<file path="config.mk">
export PLATFORM = sky130hd
export DESIGN_NAME = keylock_guard
export DESIGN_NICKNAME = d
export VERILOG_FILES = /design/src/rtl/keylock_pkg.sv /design/src/rtl/keylock_single.sv /design/src/rtl/keylock_kick.sv /design/src/rtl/keylock_guard.sv
export SDC_FILE = /design/constraint.sdc
export NUM_CORES = 1
export LEC_CHECK = 0
export BUFFER_PORTS_ARGS = -buffer_cell sky130_fd_sc_hd__buf_2
export CAP_MARGIN = 20
export CORE_UTILIZATION = 49
export CTS_BUF_LIST = sky130_fd_sc_hd__clkbuf_4
export DETAILED_ROUTE_END_ITERATION = 16
export PLACE_DENSITY = 0.82
export SYNTH_ARGS = -nofsm -noshare
export SYNTH_HDL_FRONTEND = slang
export SYNTH_SLANG_ARGS = --single-unit
</file>
<file path="constraint.sdc">
create_clock -name clk -period 4 [get_ports clk]
set_input_delay 0.4 -clock clk [delete_from_list [all_inputs] [get_ports clk]]
set_output_delay 0.4 -clock clk [all_outputs]
set_load 0.02 [all_outputs]
</file>
<file path="src/rtl/keylock_pkg.sv">
package keylock_pkg;
  // key of single-key lock number idx
  function automatic logic [63:0] lock_key(input logic [63:0] base, input int idx);
    return base + 64'(idx);
  endfunction

  // bits needed to hold a countdown from w down to 0
  function automatic int win_bits(input int w);
    return $clog2(w + 1);
  endfunction

  // next countdown value of a single-key lock
  function automatic int unsigned next_count(input logic wr, input logic hit,
                                             input int unsigned cnt, input int unsigned win);
    if (wr) return hit ? win : 0;
    return (cnt != 0) ? cnt - 1 : 0;
  endfunction
endpackage

</file>
<file path="src/rtl/keylock_single.sv">
module keylock_single #(
  parameter int DW = 32,
  parameter int WINDOW = 8,
  parameter logic [DW-1:0] KEY = '1
) (
  input  logic          clk,
  input  logic          rst_n,
  input  logic          lk_wr,
  input  logic [DW-1:0] wdata,
  output logic          open
);
  import keylock_pkg::*;
  localparam int CW = win_bits(WINDOW);

  logic [CW-1:0] cnt;
  logic          key_hit;
  logic          zero_hit;

  assign key_hit  = lk_wr && (wdata == KEY);
  assign zero_hit = lk_wr && (wdata == '0);

  always_ff @(posedge clk) begin
    if (!rst_n) cnt <= '0;
    else        cnt <= CW'(next_count(lk_wr, key_hit, 32'(cnt), 32'(WINDOW)));
  end

  assign open = (cnt != '0);

  // open-cycle run length since the last key write, for the window check
  logic [CW:0] run;
  always_ff @(posedge clk) begin
    if (!rst_n || key_hit || !open) run <= '0;
    else                            run <= run + 1'b1;
  end


  lock_open_src_chk: assert property (@(posedge clk) disable iff (!rst_n)
    $rose(open) |-> $past(key_hit));


  zero_close_chk: assert property (@(posedge clk) disable iff (!rst_n)
    zero_hit |=> !open);


  window_len_chk: assert property (@(posedge clk) disable iff (!rst_n)
    open |-> (run < (CW+1)'(WINDOW)));
endmodule

</file>
<file path="src/rtl/keylock_kick.sv">
module keylock_kick #(
  parameter int DW = 32,
  parameter logic [DW-1:0] KEY0 = '1,
  parameter logic [DW-1:0] KEY1 = '1
) (
  input  logic          clk,
  input  logic          rst_n,
  input  logic [1:0]    kick_wr,
  input  logic [DW-1:0] wdata,
  output logic [1:0]    kick_ok,
  output logic          kick_open
);
  for (genvar k = 0; k < 2; k++) begin : g_kick
    localparam logic [DW-1:0] KEY = (k == 0) ? KEY0 : KEY1;
    always_ff @(posedge clk) begin
      if (!rst_n)          kick_ok[k] <= 1'b0;
      else if (kick_wr[k]) kick_ok[k] <= (wdata == KEY);
    end
  end

  assign kick_open = &kick_ok;


  kick_open_src_chk: assert property (@(posedge clk) disable iff (!rst_n)
    $rose(kick_open) |-> $past(|kick_wr));


  kick_zero_chk: assert property (@(posedge clk) disable iff (!rst_n)
    ((|kick_wr) && wdata == '0) |=> !kick_open);
endmodule

</file>
<file path="src/rtl/keylock_guard.sv">
module keylock_guard #(
  parameter int DW = 32,
  parameter int AW = 4,
  parameter int NUM_LOCKED = 4,
  parameter int NUM_FREE = 2,
  parameter int WINDOW = 8,
  parameter bit KICK_EN = 1'b1,
  parameter logic [DW-1:0] LOCK_KEY_BASE = 32'h5EC0_0000,
  parameter logic [DW-1:0] KICK_KEY0 = 32'hC0DE_1357,
  parameter logic [DW-1:0] KICK_KEY1 = 32'h2468_ACE0
) (
  input  logic                          clk,
  input  logic                          rst_n,
  input  logic                          bus_wr,
  input  logic [AW-1:0]                 bus_addr,
  input  logic [DW-1:0]                 bus_wdata,
  output logic [DW-1:0]                 bus_rdata,
  output logic                          wr_err,
  output logic [(NUM_LOCKED+NUM_FREE)*DW-1:0] cfg_q
);
  import keylock_pkg::*;
  localparam int NUM_CFG   = NUM_LOCKED + NUM_FREE;
  localparam int LOCK_BASE = 2 ** $clog2(NUM_CFG);
  localparam int KICK_BASE = LOCK_BASE + 2 ** $clog2(NUM_LOCKED);

  logic [NUM_LOCKED-1:0] lock_wr, lock_open;
  logic [1:0]            kick_wr, kick_ok;
  logic                  kick_open;
  logic [NUM_CFG-1:0]    cfg_wr, cfg_ok;
  logic [DW-1:0]         cfg_r [NUM_CFG];
  logic                  deny;

  // address decode
  always_comb begin
    for (int i = 0; i < NUM_CFG; i++)    cfg_wr[i]  = bus_wr && (bus_addr == AW'(i));
    for (int i = 0; i < NUM_LOCKED; i++) lock_wr[i] = bus_wr && (bus_addr == AW'(LOCK_BASE + i));
    for (int k = 0; k < 2; k++)          kick_wr[k] = bus_wr && (bus_addr == AW'(KICK_BASE + k));
  end

  for (genvar i = 0; i < NUM_LOCKED; i++) begin : g_lock
    keylock_single #(
      .DW(DW), .WINDOW(WINDOW),
      .KEY(DW'(lock_key(64'(LOCK_KEY_BASE), i)))
    ) u_lock (
      .clk(clk), .rst_n(rst_n), .lk_wr(lock_wr[i]),
      .wdata(bus_wdata), .open(lock_open[i])
    );
  end

  if (KICK_EN) begin : g_kick
    keylock_kick #(.DW(DW), .KEY0(KICK_KEY0), .KEY1(KICK_KEY1)) u_kick (
      .clk(clk), .rst_n(rst_n), .kick_wr(kick_wr), .wdata(bus_wdata),
      .kick_ok(kick_ok), .kick_open(kick_open)
    );
  end else begin : g_nokick
    assign kick_ok   = 2'b00;
    assign kick_open = 1'b1;
  end

  for (genvar g = 0; g < NUM_CFG; g++) begin : g_cfg
    if (g < NUM_LOCKED) begin : g_own
      assign cfg_ok[g] = lock_open[g];
    end else begin : g_shared
      assign cfg_ok[g] = kick_open;
    end

    always_ff @(posedge clk) begin
      if (!rst_n)                       cfg_r[g] <= '0;
      else if (cfg_wr[g] && cfg_ok[g])  cfg_r[g] <= bus_wdata;
    end

    assign cfg_q[g*DW +: DW] = cfg_r[g];


    cfg_guard_chk: assert property (@(posedge clk) disable iff (!rst_n)
      (cfg_r[g] != $past(cfg_r[g])) |-> $past(cfg_wr[g] && cfg_ok[g]));
  end

  assign deny = |(cfg_wr & ~cfg_ok);

  always_ff @(posedge clk) begin
    if (!rst_n) wr_err <= 1'b0;
    else        wr_err <= deny;
  end

  // read mux, never gated
  always_comb begin
    bus_rdata = '0;
    for (int i = 0; i < NUM_CFG; i++)
      if (bus_addr == AW'(i)) bus_rdata = cfg_r[i];
    for (int i = 0; i < NUM_LOCKED; i++)
      if (bus_addr == AW'(LOCK_BASE + i)) bus_rdata = DW'(lock_open[i]);
    for (int k = 0; k < 2; k++)
      if (bus_addr == AW'(KICK_BASE + k)) bus_rdata = DW'(kick_ok[k]);
  end


  err_src_chk: assert property (@(posedge clk) disable iff (!rst_n)
    wr_err |-> $past(bus_wr && (bus_addr < AW'(NUM_CFG))));
endmodule

</file>
## Word level (Yosys, flattened, before mapping)

Memories as Yosys holds them, arrays and structs flattened.
Cells that the tools add are included.

| word-level totals | value |
|---|---|
| flip-flop bits (word level) | 19 |
| RAM bits | 192 |
| output and inout port bits | 225 |
| logic and storage cells | 127 |
| memories kept | 1 |

Memory list:

| name | words | width | rd ports | clocked after Yosys merged registers in | wr ports | line | text |
|---|---|---|---|---|---|---|---|
| cfg_r | 6 | 32 | 6 | 0 | 6 | keylock_guard.sv:30 | `logic [DW-1:0] cfg_r [NUM_CFG];` |

| cells by class | value |
|---|---|
| add/subtract/negate cells | 4 |
| equality and inequality tests | 17 |
| muxes and demuxes | 61 |
| bitwise logic cells | 8 |
| reductions and logical operators | 29 |

Operators with widths:

| kind | number |
|---|---|
| 2-to-1 mux 32 bit | 18 |
| equality test 32 x 31 -> 1 bit (second input constant) | 4 |
| 2-to-1 mux 4 bit | 16 |
| equality test 32 x 30 -> 1 bit (second input constant) | 1 |
| equality test 32 bit (second input constant) | 1 |
| 2-to-1 mux 1 bit | 27 |
| equality test 4 bit (second input constant) | 6 |
| logical AND 1 bit | 22 |
| nonzero test 4 bit | 4 |
| subtractor 4 x 1 -> 4 bit (second input constant) | 4 |
| equality test 4 x 2 -> 1 bit (second input constant) | 2 |
| equality test 4 x 3 -> 1 bit (second input constant) | 2 |
| bitwise AND 6 bit | 1 |
| inverter 6 bit | 1 |
| bitwise OR 1 bit | 6 |
| OR reduction 6 bit | 1 |
| equality test 4 x 1 -> 1 bit (second input constant) | 1 |
| logical NOT 4 bit | 1 |
| AND reduction 2 bit | 1 |

## Longest topological paths before layout

Gate-level depths: netlist of run 1.

| logic depth | value |
|---|---|
| depth in word-level cells | 13 |
| gate-level depth with buffers | 7 |
| depth with buffers taken out | 6 |

## Cells and area by module

Synthesis of run 1 repeated with hierarchy kept, for this count alone.

| second synthesis, totals | value |
|---|---|
| cells, all modules | 721 |
| area, all modules | 9998.3 um2 |

Modules (own cells, without submodules):

| module | instances | cells each | area an instance (um2) |
|---|---|---|---|
| keylock_guard | 1 | 570 | 8604.5 |
| keylock_single (g_lock[1].u_lock ...) | 2 | 31 | 287.8 |
| keylock_single (g_lock[3].u_lock) | 1 | 31 | 296.5 |
| keylock_single (g_lock[0].u_lock) | 1 | 31 | 289.0 |
| keylock_kick | 1 | 27 | 232.7 |

## Least setup slack after synthesis of run 1

Ideal clock, no wire load.

| timing path | value |
|---|---|
| path kind | input to register |
| start point | input port bus_addr[1] |
| end point | memory cfg_r[5][0], enable pin |
| setup time | 0.470 ns |
| arrival time | 3.329 ns |
| required time | 3.530 ns |
| path slack | 0.201 ns |
| stages | 4 |
| cells stage by stage | buf_2 -> nand2b_1 -> buf_2 -> o31ai_1 |

RTL lines:

| what | line | text |
|---|---|---|
| from (decl) | keylock_guard.sv:15 | `input logic [AW-1:0] bus_addr,` |
| to (decl) | keylock_guard.sv:30 |  |

## Worst setup path in the final report of run 1

| timing path | value |
|---|---|
| start point | input port bus_addr[1] |
| end point | output port bus_rdata[15] |

| between the ends | value |
|---|---|
| word-level cells in the longest chain between the ends | 13 |
| elaborated cells on any way between the ends | 24 |

Ends and longest elaborated chain:

| what | line | text |
|---|---|---|
| logical NOT 4 bit | keylock_guard.sv:90 | `if (bus_addr == AW'(i)) bus_rdata = cfg_r[i];` |
| 2-to-1 mux 32 bit (6 in a row) | keylock_guard.sv:90 |  |
| 2-to-1 mux 32 bit (4 in a row) | keylock_guard.sv:92 | `if (bus_addr == AW'(LOCK_BASE + i)) bus_rdata = DW'(lock_open[i]);` |
| 2-to-1 mux 32 bit | keylock_guard.sv:94 | `if (bus_addr == AW'(KICK_BASE + k)) bus_rdata = DW'(kick_ok[k]);` |
| 2-to-1 mux 32 bit (*) | keylock_guard.sv:94 |  |
| to (decl) | keylock_guard.sv:17 | `output logic [DW-1:0] bus_rdata,` |

Every way passes the cells marked *; elsewhere a longest branch is shown, timed or not.

==> impl_metrics.csv, run 1 <==
group,metric,value,unit
status,status,"finished clean",
hold_path,worstHoldStart,"bus_wdata[3]",
logic_synthesis,synth.most_common_cell,"and2_1",
floorplanning,initial_core_util,49.97,%
finish,area_delta_synth_final,24.26,%
global_route,overflow,0,
global_route,grt_usage,29.30,%
clock_tree,root_buffer,"clkbuf_4",
logic_synthesis,synth_nets,802,
worst_setup_path,rr_endpoint,"cfg_r[0][12]$_SDFFCE_PN0P_",
clock_tree,clockBufferDepth,3,
worst_setup_path,worstPathMaxFanout,31,
hold_path,hold_path.class,"in -> reg",
place,dp.cells,1256,
place,place_hpwl,19910,um
power_and_ir_drop,p_seq_share,52.4,%
global_route,grt_max_degree,33,
worst_setup_path,path_buf_inv,2,
sta,period_share,76.16,%
logic_synthesis,yosysSeqAreaShare,63.40,%
drt,drc_errors,0,
power_and_ir_drop,vdd_drop_max,0.3145,mV
drt,routed_wirelength,29540,um
global_route,grt_pass1_vias,7634,
worst_setup_path,crit_type,"in -> out",
logic_synthesis,synth_cell_types,57,
power_and_ir_drop,switchingPower,1.228,mW
finish,num-fill-cells,1557,
clock_tree,clk_latency,0.70,ns
worst_setup_path,arrival,2.65,ns
worst_setup_path,cp_top_family,"simple AND/OR/NAND/NOR gates",
logic_synthesis,syn_area_per_cell,12.77,um2
sta,final_hold_viol_count,0,
sta,setup-tns-final,0,ns
logic_synthesis,yosysWarnings,0,
finish,fin_cells,1357,
place,io_buffers,263,
logic_synthesis,yosys.area.top_type,"edfxtp_1",
drt,first_pass_iters,7,
logic_synthesis,ys.flop_type,"edfxtp_1",
sta,slew_headroom,27.04,%
floorplanning,die_w,142.7,um
logic_synthesis,synthCells,759,
sta,min_period,3.047,ns
power_and_ir_drop,leakage,5.207,nW
logic_synthesis,netlist_area,0.009694,mm2
logic_synthesis,ys_seq_elements,211,
finish,multiInputGateArea,0.003333,mm2
sta,worst_slew_pin_slew,1.091,ns
drt,drt_iter0_drc,458,
sta,maxSlewViolCount,0,
worst_setup_path,critPathSlowestCell,"nor2_4",
drt,vias_per_cell,5.599,
worst_setup_path,crit_path_cell_trace,"buf_2 -> or2_0 -> nor2_4 -> a22oi_1 -> nand2_1 -> buf_2",
logic_synthesis,synth-edff-count,192,
clock_tree,ctsResizeCount,0,
floorplanning,chipHeight,142.7,um
logic_synthesis,synthArstFlopShare,0,%
floorplanning,io_pins,264,
clock_tree,htree_levels,2,
finish,seq_area,0.006146,mm2
global_route,grt_pass1_wl,43400,um
worst_setup_path,r2r_start,"g_lock[0].u_lock.cnt[0]$_SDFF_PP0_",
worst_setup_path,start_kind,"primary input",
power_and_ir_drop,combPwrFrac,9.0,%
floorplanning,core,0.01940,mm2
hold_path,hold_path_end,"cfg_r[5][3]$_SDFFCE_PN0P_",
floorplanning,row_count,51,
worst_setup_path,endpoint_kind,"output pin",
sta,rsz0062_at_grt,"false",
sta,fmax,0.3282,GHz
logic_synthesis,synth_area_leaders,"edfxtp_1 (59%), and2_1 (12%), a22oi_1 (4.4%)",
flow_run,drv_cap,0,
clock_tree,numCtsBuffers,56,
power_and_ir_drop,pwr-share-clk,38.6,%
drt,ant_nets,0,
sta,fin_skew,0.04860,ns
global_route,antenna_found_initial,3,
logic_synthesis,synth_common_cells,"and2_1 (193), edfxtp_1 (192), a22oi_1 (57), nand2_1 (46), nand3_1 (35)",
place,globalplace.congestion,0.8633,
worst_setup_path,cp_data_required_time,3.60,ns
power_and_ir_drop,p_int,3.541,mW
worst_setup_path,worstRegToRegCells,5,
sta,setup_viol,0,
clock_tree,cts_tree,"yes",
power_and_ir_drop,swShare,25.76,%
floorplanning,die_area,0.02035,mm2
clock_tree,cts_setup_buffers,0,
worst_setup_path,critPathMostFrequentCell,"buf_2",
power_and_ir_drop,cellPowerDensity,395.9,mW/mm2
clock_tree,clock_sinks,211,
drt,routedWlPerCell,21.77,um
drt,vias,7598,
clock_tree,ctsHoldBuffers,0,
logic_synthesis,yosysTopAreaCellShare,59.47,%
clock_tree,path_clk_slew,0.07,ns
finish,nets,1092,
worst_setup_path,cpPeakStageDelay,0.83,ns
worst_setup_path,r2r_setup_slack,1.64,ns
finish,layout-drive-gt1-share,38.84,%
hold_path,holdPathStages,2,
[stage by stage]
stage	area (um2)	power, mW	util, %	hold slack (ns)	setup WS (ns)
2_1_floorplan	9694	2.772	-	0.4128	0.2013
6_report	12050	4.769	62.10	0.08156	0.9534
3_5_place_dp	11340	2.970	58.48	0.4296	0.9224
5_1_grt	12050	4.952	62.10	0.05261	0.8482
4_1_cts	12040	4.798	62.06	0.03459	0.9295
3_3_place_gp	11320	2.961	58.34	0.4241	0.8451
[layer usage]
metal | global-route usage [%] | share of wire (%)
met3 | 8.048 | 9.7
met4 | 14.37 | 3.7
met2 | 50.52 | 50
met1 | 33.59 | 37
met5 | 0 | 0
[power groups by stage]
stage	Clock, mW	Combinational (mW)	Sequential, mW
3_5_place_dp	0	0.426	2.54
3_3_place_gp	0	0.419	2.54
6_report	1.84	0.428	2.50
5_1_grt	2.00	0.451	2.50
4_1_cts	1.87	0.427	2.50
2_1_floorplan	0	0.152	2.62
[worst max path at each step]
| stage | start | cells past startpoint | slack (ns) | endpoint |
|---|---|---|---|---|
| 6_report | bus_addr[1] | 6 | 0.95 | bus_rdata[15] |
| 5_1_grt | bus_addr[1] | 6 | 0.85 | bus_rdata[15] |
| 4_1_cts | bus_addr[1] | 6 | 0.93 | bus_rdata[15] |
| 3_5_place_dp | bus_addr[1] | 6 | 0.92 | bus_rdata[15] |
| 3_3_place_gp | bus_addr[1] | 6 | 0.85 | cfg_r[1][17]$_SDFFCE_PN0P_ |
| 2_1_floorplan | bus_addr[1] | 4 | 0.20 | cfg_r[5][0]$_SDFFCE_PN0P_ |
[flip-flops by register name (all words and copies together), names as in the netlist]
register,cells
g_lock.u_lock.cnt,16
g_kick.u_kick.kick_ok,2
cfg_r,192
wr_err,1
[area by class of cell]
| cell class | count | area share, % |
|---|---|---|
| antenna | 3 | 0.06232 |
| clock buffer | 84 | 5.235 |
| clock inverter | 14 | 0.5297 |
| inverter | 12 | 0.3739 |
| multi-input combinational | 488 | 27.67 |
| sequential | 211 | 51.02 |
| tap | 265 | 2.752 |
| timing repair buffer | 280 | 12.36 |
[cells by family (layout without fill, tap and decap cells)]
logic type | count (synthesis) | count (layout) | synth area share, %
flip-flops | 211 | 211 | 63.40
buffers and inverters | 60 | 390 | 2.943
other | 0 | 3 | 0
XOR/XNOR | 8 | 8 | 0.7228
adder cells (fa/ha/maj) | 4 | 4 | 0.5163
AO/OA/AOI/OAI | 88 | 88 | 6.905
multiplexers | 33 | 33 | 3.743
AND/OR/NAND/NOR | 355 | 355 | 21.77
[layout by cell type (no fill, tap or decap), drive strengths merged, types with 3 or more instances in the layout]
cell and n:
buf 280, and2 193, edfxtp 192, clkbuf 84, a22oi 57, nand2 47, nand3 35, mux2 26
nor2 26, dfxtp 19, inv 14, clkinv 12, nor4 9, xnor2 8, nor3 8, mux2i 7
nor3b 7, a221oi 5, o211ai 5, nand2b 5, a21oi 4, or3b 4, nand4b 4, o2bb2ai 4
ha 4, nor4b 4, diode 3, or2 3
No activity file was read; power rests on OpenSTA's default activity.
==> run 2, diff against run 1 <==
--- a/config.mk
+++ b/config.mk
@@ -7,10 +7,10 @@
 export LEC_CHECK = 0
 export BUFFER_PORTS_ARGS = -buffer_cell sky130_fd_sc_hd__buf_2
 export CAP_MARGIN = 20
-export CORE_UTILIZATION = 49
+export CORE_UTILIZATION = 54
 export CTS_BUF_LIST = sky130_fd_sc_hd__clkbuf_4
 export DETAILED_ROUTE_END_ITERATION = 16
-export PLACE_DENSITY = 0.82
+export PLACE_DENSITY = 0.86
 export SYNTH_ARGS = -nofsm -noshare
 export SYNTH_HDL_FRONTEND = slang
 export SYNTH_SLANG_ARGS = --single-unit
==> constraint.sdc (replaced) <==
create_clock -name clk -period 2.81 [get_ports clk]
set_input_delay 0.281 -clock clk [delete_from_list [all_inputs] [get_ports clk]]
set_output_delay 0.281 -clock clk [all_outputs]
set_load 0.02 [all_outputs]
==> run 2 against run 1 <==
Effect of this change: total power up 43%; clock power up 41%; cell area up 2.2%; critical path depth up 1; first-iteration DRC count up 55%; largest cell class unchanged; highest routed layer is now met5.
==> impl_metrics.csv, run 2 (synthesis results as in run 1) <==
group,metric,value,unit
status,status,"finished clean",
hold_path,holdPathStages,2,
hold_path,worstHoldStart,"bus_wdata[19]",
floorplanning,row_count,48,
power_and_ir_drop,p_int,5.075,mW
global_route,antenna_found_initial,2,
worst_setup_path,crit_type,"reg -> out",
power_and_ir_drop,swShare,25.39,%
worst_setup_path,crit_path_cell_trace,"inv_1 -> ha_1 -> or3b_2 -> mux2i_2 -> a311o_1 -> o22ai_1 -> buf_2",
worst_setup_path,r2r_setup_slack,0.80,ns
power_and_ir_drop,switchingPower,1.727,mW
sta,setup-tns-final,0,ns
finish,regMostFlops,"cfg_r",
global_route,grt_usage,31.75,%
power_and_ir_drop,total_power,6.801,mW
worst_setup_path,worstRegToRegCells,7,
clock_tree,clockBufferDepth,3,
hold_path,hold_path.class,"in -> reg",
global_route,grt_max_degree,33,
sta,final_hold_viol_count,0,
finish,largestRegisters,"cfg_r x192, g_lock.u_lock.cnt x16, g_kick.u_kick.kick_ok x2",
floorplanning,initial_core_util,55.66,%
worst_setup_path,rr_endpoint,"cfg_r[3][27]$_SDFFCE_PN0P_",
sta,worst_slew_pin_slew,0.8549,ns
power_and_ir_drop,leakage,5.362,nW
finish,layout-drive-gt1-share,38.56,%
global_route,grt_pass1_vias,7708,
sta,setup_slack,0.09927,ns
drt,vias,7868,
global_route,overflow,0,
clock_tree,clock_sinks,211,
global_route,grt_pass1_wl,42770,um
worst_setup_path,start_kind,"flop",
finish,area_delta_synth_final,27.05,%
worst_setup_path,critPathSlowestCell,"or3b_2",
sta,period_share,96.47,%
finish,layout_commonest_cell,"buf_2",
floorplanning,die_w,136.0,um
finish,num-fill-cells,1205,
finish,multiInputGateArea,0.003337,mm2
power_and_ir_drop,cellPowerDensity,552.2,mW/mm2
drt,vias_per_cell,5.807,
floorplanning,io_pins,264,
worst_setup_path,cpPeakStageDelay,0.54,ns
worst_setup_path,path_buf_inv,2,
place,io_buffers,263,
drt,ant_nets,0,
clock_tree,numCtsBuffers,53,
power_and_ir_drop,pwr-share-clk,38.3,%
worst_setup_path,r2r_start,"g_lock[3].u_lock.cnt[0]$_SDFF_PP0_",
power_and_ir_drop,vdd_drop_max,0.3724,mV
finish,nets,1128,
clock_tree,htree_levels,2,
floorplanning,die_area,0.01849,mm2
clock_tree,path_clk_slew,0.07,ns
place,pre_cts_ws,0.4291,ns
sta,fmax,0.3689,GHz
finish,final_core_util,70.72,%
worst_setup_path,worstPathMaxFanout,5,
drt,routedWlPerCell,21.73,um
floorplanning,chipHeight,136.0,um
finish,largest_register_ffs,192,
drt,first_pass_iters,5,
sta,maxSlewViolCount,0,
sta,fin_skew,0.05521,ns
finish,seq_area,0.006146,mm2
clock_tree,cts_tree,"yes",
worst_setup_path,cp_top_family,"simple AND/OR/NAND/NOR gates",
place,place_hpwl,20000,um
power_and_ir_drop,combPwrFrac,9.4,%
worst_setup_path,cp_data_required_time,2.53,ns
sta,holdWs,0.03944,ns
worst_setup_path,endpoint_kind,"output pin",
drt,drt_iter0_drc,711,
clock_tree,root_buffer,"clkbuf_4",
worst_setup_path,arrival,2.43,ns
clock_tree,clk_latency,0.66,ns
sta,min_period,2.711,ns
place,globalplace.congestion,0.9225,
hold_path,hold_path_end,"cfg_r[0][19]$_SDFFCE_PN0P_",
drt,drc_errors,0,
drt,routed_wirelength,29440,um
power_and_ir_drop,p_seq_share,52.3,%
flow_run,drv_cap,0,
sta,slew_headroom,43.01,%
finish,layout_common_cells,"buf_2 (263), and2_1 (193), edfxtp_1 (192)",
floorplanning,core,0.01742,mm2
sta,setup_viol,0,
==> run 2: cell count changes in the layout (fill, tap and decap cells not counted) <==
cell           delta
clkbuf_4          -6
buf_16            -1
bufinv_16         +1
diode_2           -1
mux2i_1           -1
dlygate4sd3_1    +19
mux2i_2           +1
buf_4            +21
clkinv_1          +9
clkinv_2          -4
==> run 2: worst max-delay path by stage <==
stage | endpoint | depth (start not counted) | from
after global routing | bus_rdata[0] | 7 | g_lock[3].u_lock.cnt[0]$_SDFF_PP0_
after detailed placement | bus_rdata[4] | 7 | bus_addr[2]
after CTS | bus_rdata[0] | 7 | g_lock[2].u_lock.cnt[0]$_SDFF_PP0_
final | bus_rdata[0] | 7 | g_lock[2].u_lock.cnt[0]$_SDFF_PP0_
after floorplan | cfg_r[4][0]$_SDFFCE_PN0P_ | 3 | bus_addr[0]
after global placement | bus_rdata[4] | 7 | bus_addr[2]
==> run 2: power by group through the flow <==
stage	combinational (mW)	sequential, mW	clock, mW
after global routing	0.674	3.56	2.80
after CTS	0.633	3.56	2.63
final	0.640	3.56	2.60
after floorplan	0.217	3.73	0
after detailed placement	0.611	3.62	0
after global placement	0.602	3.62	0
==> run 2: cell type report <==
cell class	count	share of cell area, %
Antenna cell	2	0.04063
Clock buffer	78	4.754
Clock inverter	20	0.8736
Inverter	12	0.3657
Multi-Input combinational cell	488	27.09
Sequential cell	211	49.90
Tap cell	225	2.286
Timing Repair Buffer	319	14.69
==> run 2: metal layers <==
layer | vias to the layer above | track usage, % | wire [um]
li1 | 3468 | - | -
met1 | 3803 | 38.64 | 10960
met2 | 528 | 54.11 | 14680
met3 | 67 | 7.942 | 2985
met4 | 2 | 12.65 | 804
met5 | - | 0 | 13
==> run 2: what timing repair did <==
action                                 4_1_cts  5_1_grt
setup buffers                                0        1
endpoints found under the hold margin       75        0
setup endpoints to repair                    0        1
gates resized for setup                      0        1
hold buffers                                19        0
==> run 2: through the flow <==
stage,instances,area (um2)
after detailed placement,1235,11420
after global placement,1235,11420
after global routing,1355,12320
after floorplan,759,9699
after CTS,1352,12300
final,1355,12320
==> run 2: worst reg2reg max path, stage by stage (launching register included) <==
cell and delay [ns]:
dfxtp_1 0.35, inv_1 0.05, ha_1 0.21, or3b_2 0.25
nand2_1 0.08, nor2_2 0.46, buf_4 0.31, and2_1 0.15
==> run 3, diff against run 2 <==
--- a/config.mk
+++ b/config.mk
@@ -7,10 +7,11 @@
 export LEC_CHECK = 0
 export BUFFER_PORTS_ARGS = -buffer_cell sky130_fd_sc_hd__buf_2
 export CAP_MARGIN = 20
-export CORE_UTILIZATION = 54
+export CORE_MARGIN = 3
+export CORE_UTILIZATION = 30
 export CTS_BUF_LIST = sky130_fd_sc_hd__clkbuf_4
 export DETAILED_ROUTE_END_ITERATION = 16
-export PLACE_DENSITY = 0.86
+export PLACE_DENSITY = 0.55
 export SYNTH_ARGS = -nofsm -noshare
 export SYNTH_HDL_FRONTEND = slang
 export SYNTH_SLANG_ARGS = --single-unit
==> run 3 against run 2 <==
Effect of this change: cell area is 3.5% higher; wire length is 18% higher; register-to-register slack hardly changed; flip-flop and latch count stayed put; critical path depth stayed put.
==> impl_metrics.csv, run 3 (synthesis results as in run 1) <==
group,metric,value,unit
global_route,grt_pass1_vias,7684,
finish,largest_register_ffs,192,
floorplanning,row_count,65,
clock_tree,clock_sinks,211,
place,placed_area,0.01170,mm2
worst_setup_path,worstSetupStartpoint,"g_lock[2].u_lock.cnt[0]$_SDFF_PP0_",
global_route,grt_usage,19.66,%
sta,maxSlewViolCount,0,
sta,setup_slack,0.1493,ns
worst_setup_path,start_kind,"flop",
worst_setup_path,rr_endpoint,"cfg_r[0][10]$_SDFFCE_PN0P_",
clock_tree,cts_tree,"yes",
sta,fmax,0.3758,GHz
clock_tree,numCtsBuffers,59,
sta,worst_slew_pin_slew,0.7487,ns
floorplanning,io_pins,264,
drt,drc_errors,0,
clock_tree,clockBufferDepth,3,
clock_tree,htree_levels,2,
place,place_hpwl,24190,um
worst_setup_path,r2r_setup_slack,0.81,ns
worst_setup_path,endpoint_kind,"output pin",
floorplanning,initial_core_util,30.56,%
sta,fin_skew,0.05547,ns
flow_run,drv_cap,0,
finish,seq_area,0.006146,mm2
worst_setup_path,cp_data_required_time,2.53,ns
worst_setup_path,r2r_start,"g_lock[0].u_lock.cnt[0]$_SDFF_PP0_",
worst_setup_path,setup.worst_path.end,"bus_rdata[0]",
sta,final_hold_viol_count,0,
floorplanning,core,0.03172,mm2
finish,area_delta_synth_final,31.48,%
status,status,"finished clean",
sta,rsz0062_at_grt,"false",
power_and_ir_drop,cellPowerDensity,554.3,mW/mm2
finish,fin_area,0.01275,mm2
finish,largestRegisters,"cfg_r x192, g_lock.u_lock.cnt x16, g_kick.u_kick.kick_ok x2",
global_route,grt_util_met3,4.905,%
place,pre_cts_ws,0.5346,ns
hold_path,hold_path.class,"in -> reg",
place,globalplace.congestion,0.8110,
global_route,grt_use_met2,32.58,%
sta,holdWs,0.06016,ns
finish,layout_common_cells,"buf_2 (262), and2_1 (192), edfxtp_1 (192)",
finish,layout-drive-gt1-share,39.23,%
drt,ant_nets,0,
sta,slew_headroom,50.08,%
clock_tree,clk_latency,0.69,ns
floorplanning,die_area,0.03451,mm2
global_route,grt_use_met1,25.87,%
sta,setup-tns-final,0,ns
finish,nets,1138,
global_route,overflow,0,
global_route,antenna_found_initial,3,
floorplanning,die_w,185.8,um
finish,regMostFlops,"cfg_r",
finish,num-fill-cells,3092,
clock_tree,root_buffer,"clkbuf_4",
finish,final_core_util,40.19,%
clock_tree,path_clk_slew,0.07,ns
drt,routed_wirelength,34820,um
drt,routedWlPerCell,22.52,um
finish,multiInputGateArea,0.003364,mm2
drt,first_pass_iters,4,
power_and_ir_drop,vdd_drop_max,0.2234,mV
drt,drt_iter0_drc,561,
floorplanning,chipHeight,185.8,um
worst_setup_path,arrival,2.38,ns
finish,layout_commonest_cell,"buf_2",
power_and_ir_drop,leakage,5.442,nW
sta,period_share,94.69,%
worst_setup_path,worstPathMaxFanout,5,
finish,fin_cells,1546,
worst_setup_path,worstRegToRegCells,7,
worst_setup_path,crit_type,"reg -> out",
drt,vias_per_cell,4.944,
global_route,grt-busiest-layer,"met2",
global_route,grt_pass1_wl,50030,um
sta,min_period,2.661,ns
global_route,grt_max_degree,33,
sta,setup_viol,0,
place,dp.cells,1410,
drt,vias,7643,
power_and_ir_drop,total_power,7.065,mW
place,io_buffers,263,
run 3: how the worst min path moves through the flow:
stage                                  startpoint                            endpoint  slack, ns  cells past startpoint
4_1_cts                              bus_wdata[9]           cfg_r[3][9]$_SDFFCE_PN0P_     0.0003                      2
5_1_grt                              bus_wdata[9]           cfg_r[1][9]$_SDFFCE_PN0P_       0.02                      2
3_3_place_gp   g_lock[3].u_lock.cnt[0]$_SDFF_PP0_  g_lock[3].u_lock.cnt[0]$_SDFF_PP0_       0.43                      1
6_report                            bus_wdata[15]          cfg_r[0][15]$_SDFFCE_PN0P_       0.06                      2
2_1_floorplan  g_lock[1].u_lock.cnt[0]$_SDFF_PP0_  g_lock[1].u_lock.cnt[0]$_SDFF_PP0_       0.41                      1
3_5_place_dp   g_lock[1].u_lock.cnt[0]$_SDFF_PP0_  g_lock[1].u_lock.cnt[0]$_SDFF_PP0_       0.43                      1
run 3: worst max-delay path, stage by stage (launching register included):
cell and delay (ns):
dfxtp_1 0.32, inv_1 0.06, ha_1 0.17, or3b_4 0.44
mux2i_2 0.20, a311o_1 0.23, o22ai_2 0.09, buf_4 0.17
run 3: area by class of cell:
type	instances	area share, %
Antenna cell	2	0.03927
Clock buffer	82	4.830
Clock inverter	26	1.139
Inverter	12	0.3534
Multi-Input combinational cell	488	26.40
Sequential cell	211	48.22
Tap cell	402	3.946
Timing Repair Buffer	323	15.08
run 3: power breakdown:
part / leakage (nW) / internal (mW) / switching, mW
Combinational: 2.83 / 0.217 / 0.457
Clock: 0.455 / 1.46 / 1.37
Sequential: 2.16 / 3.50 / 0.0607
run 3: what timing repair did:
action                     4_1_cts  5_1_grt
pin swaps                        0        1
gates cloned                     0        0
setup endpoints to repair        1        1
hold endpoints to repair       148        0
hold buffers                    26        0
resized for setup                3        3
setup buffers                    0        0
run 3: metal layers:
| layer | share of wire (%) | wire, um |
|---|---|---|
| met1 | 43 | 15070 |
| met2 | 47 | 16380 |
| met3 | 8.1 | 2823 |
| met4 | 1.6 | 543 |
| met5 | 0 | 0 |
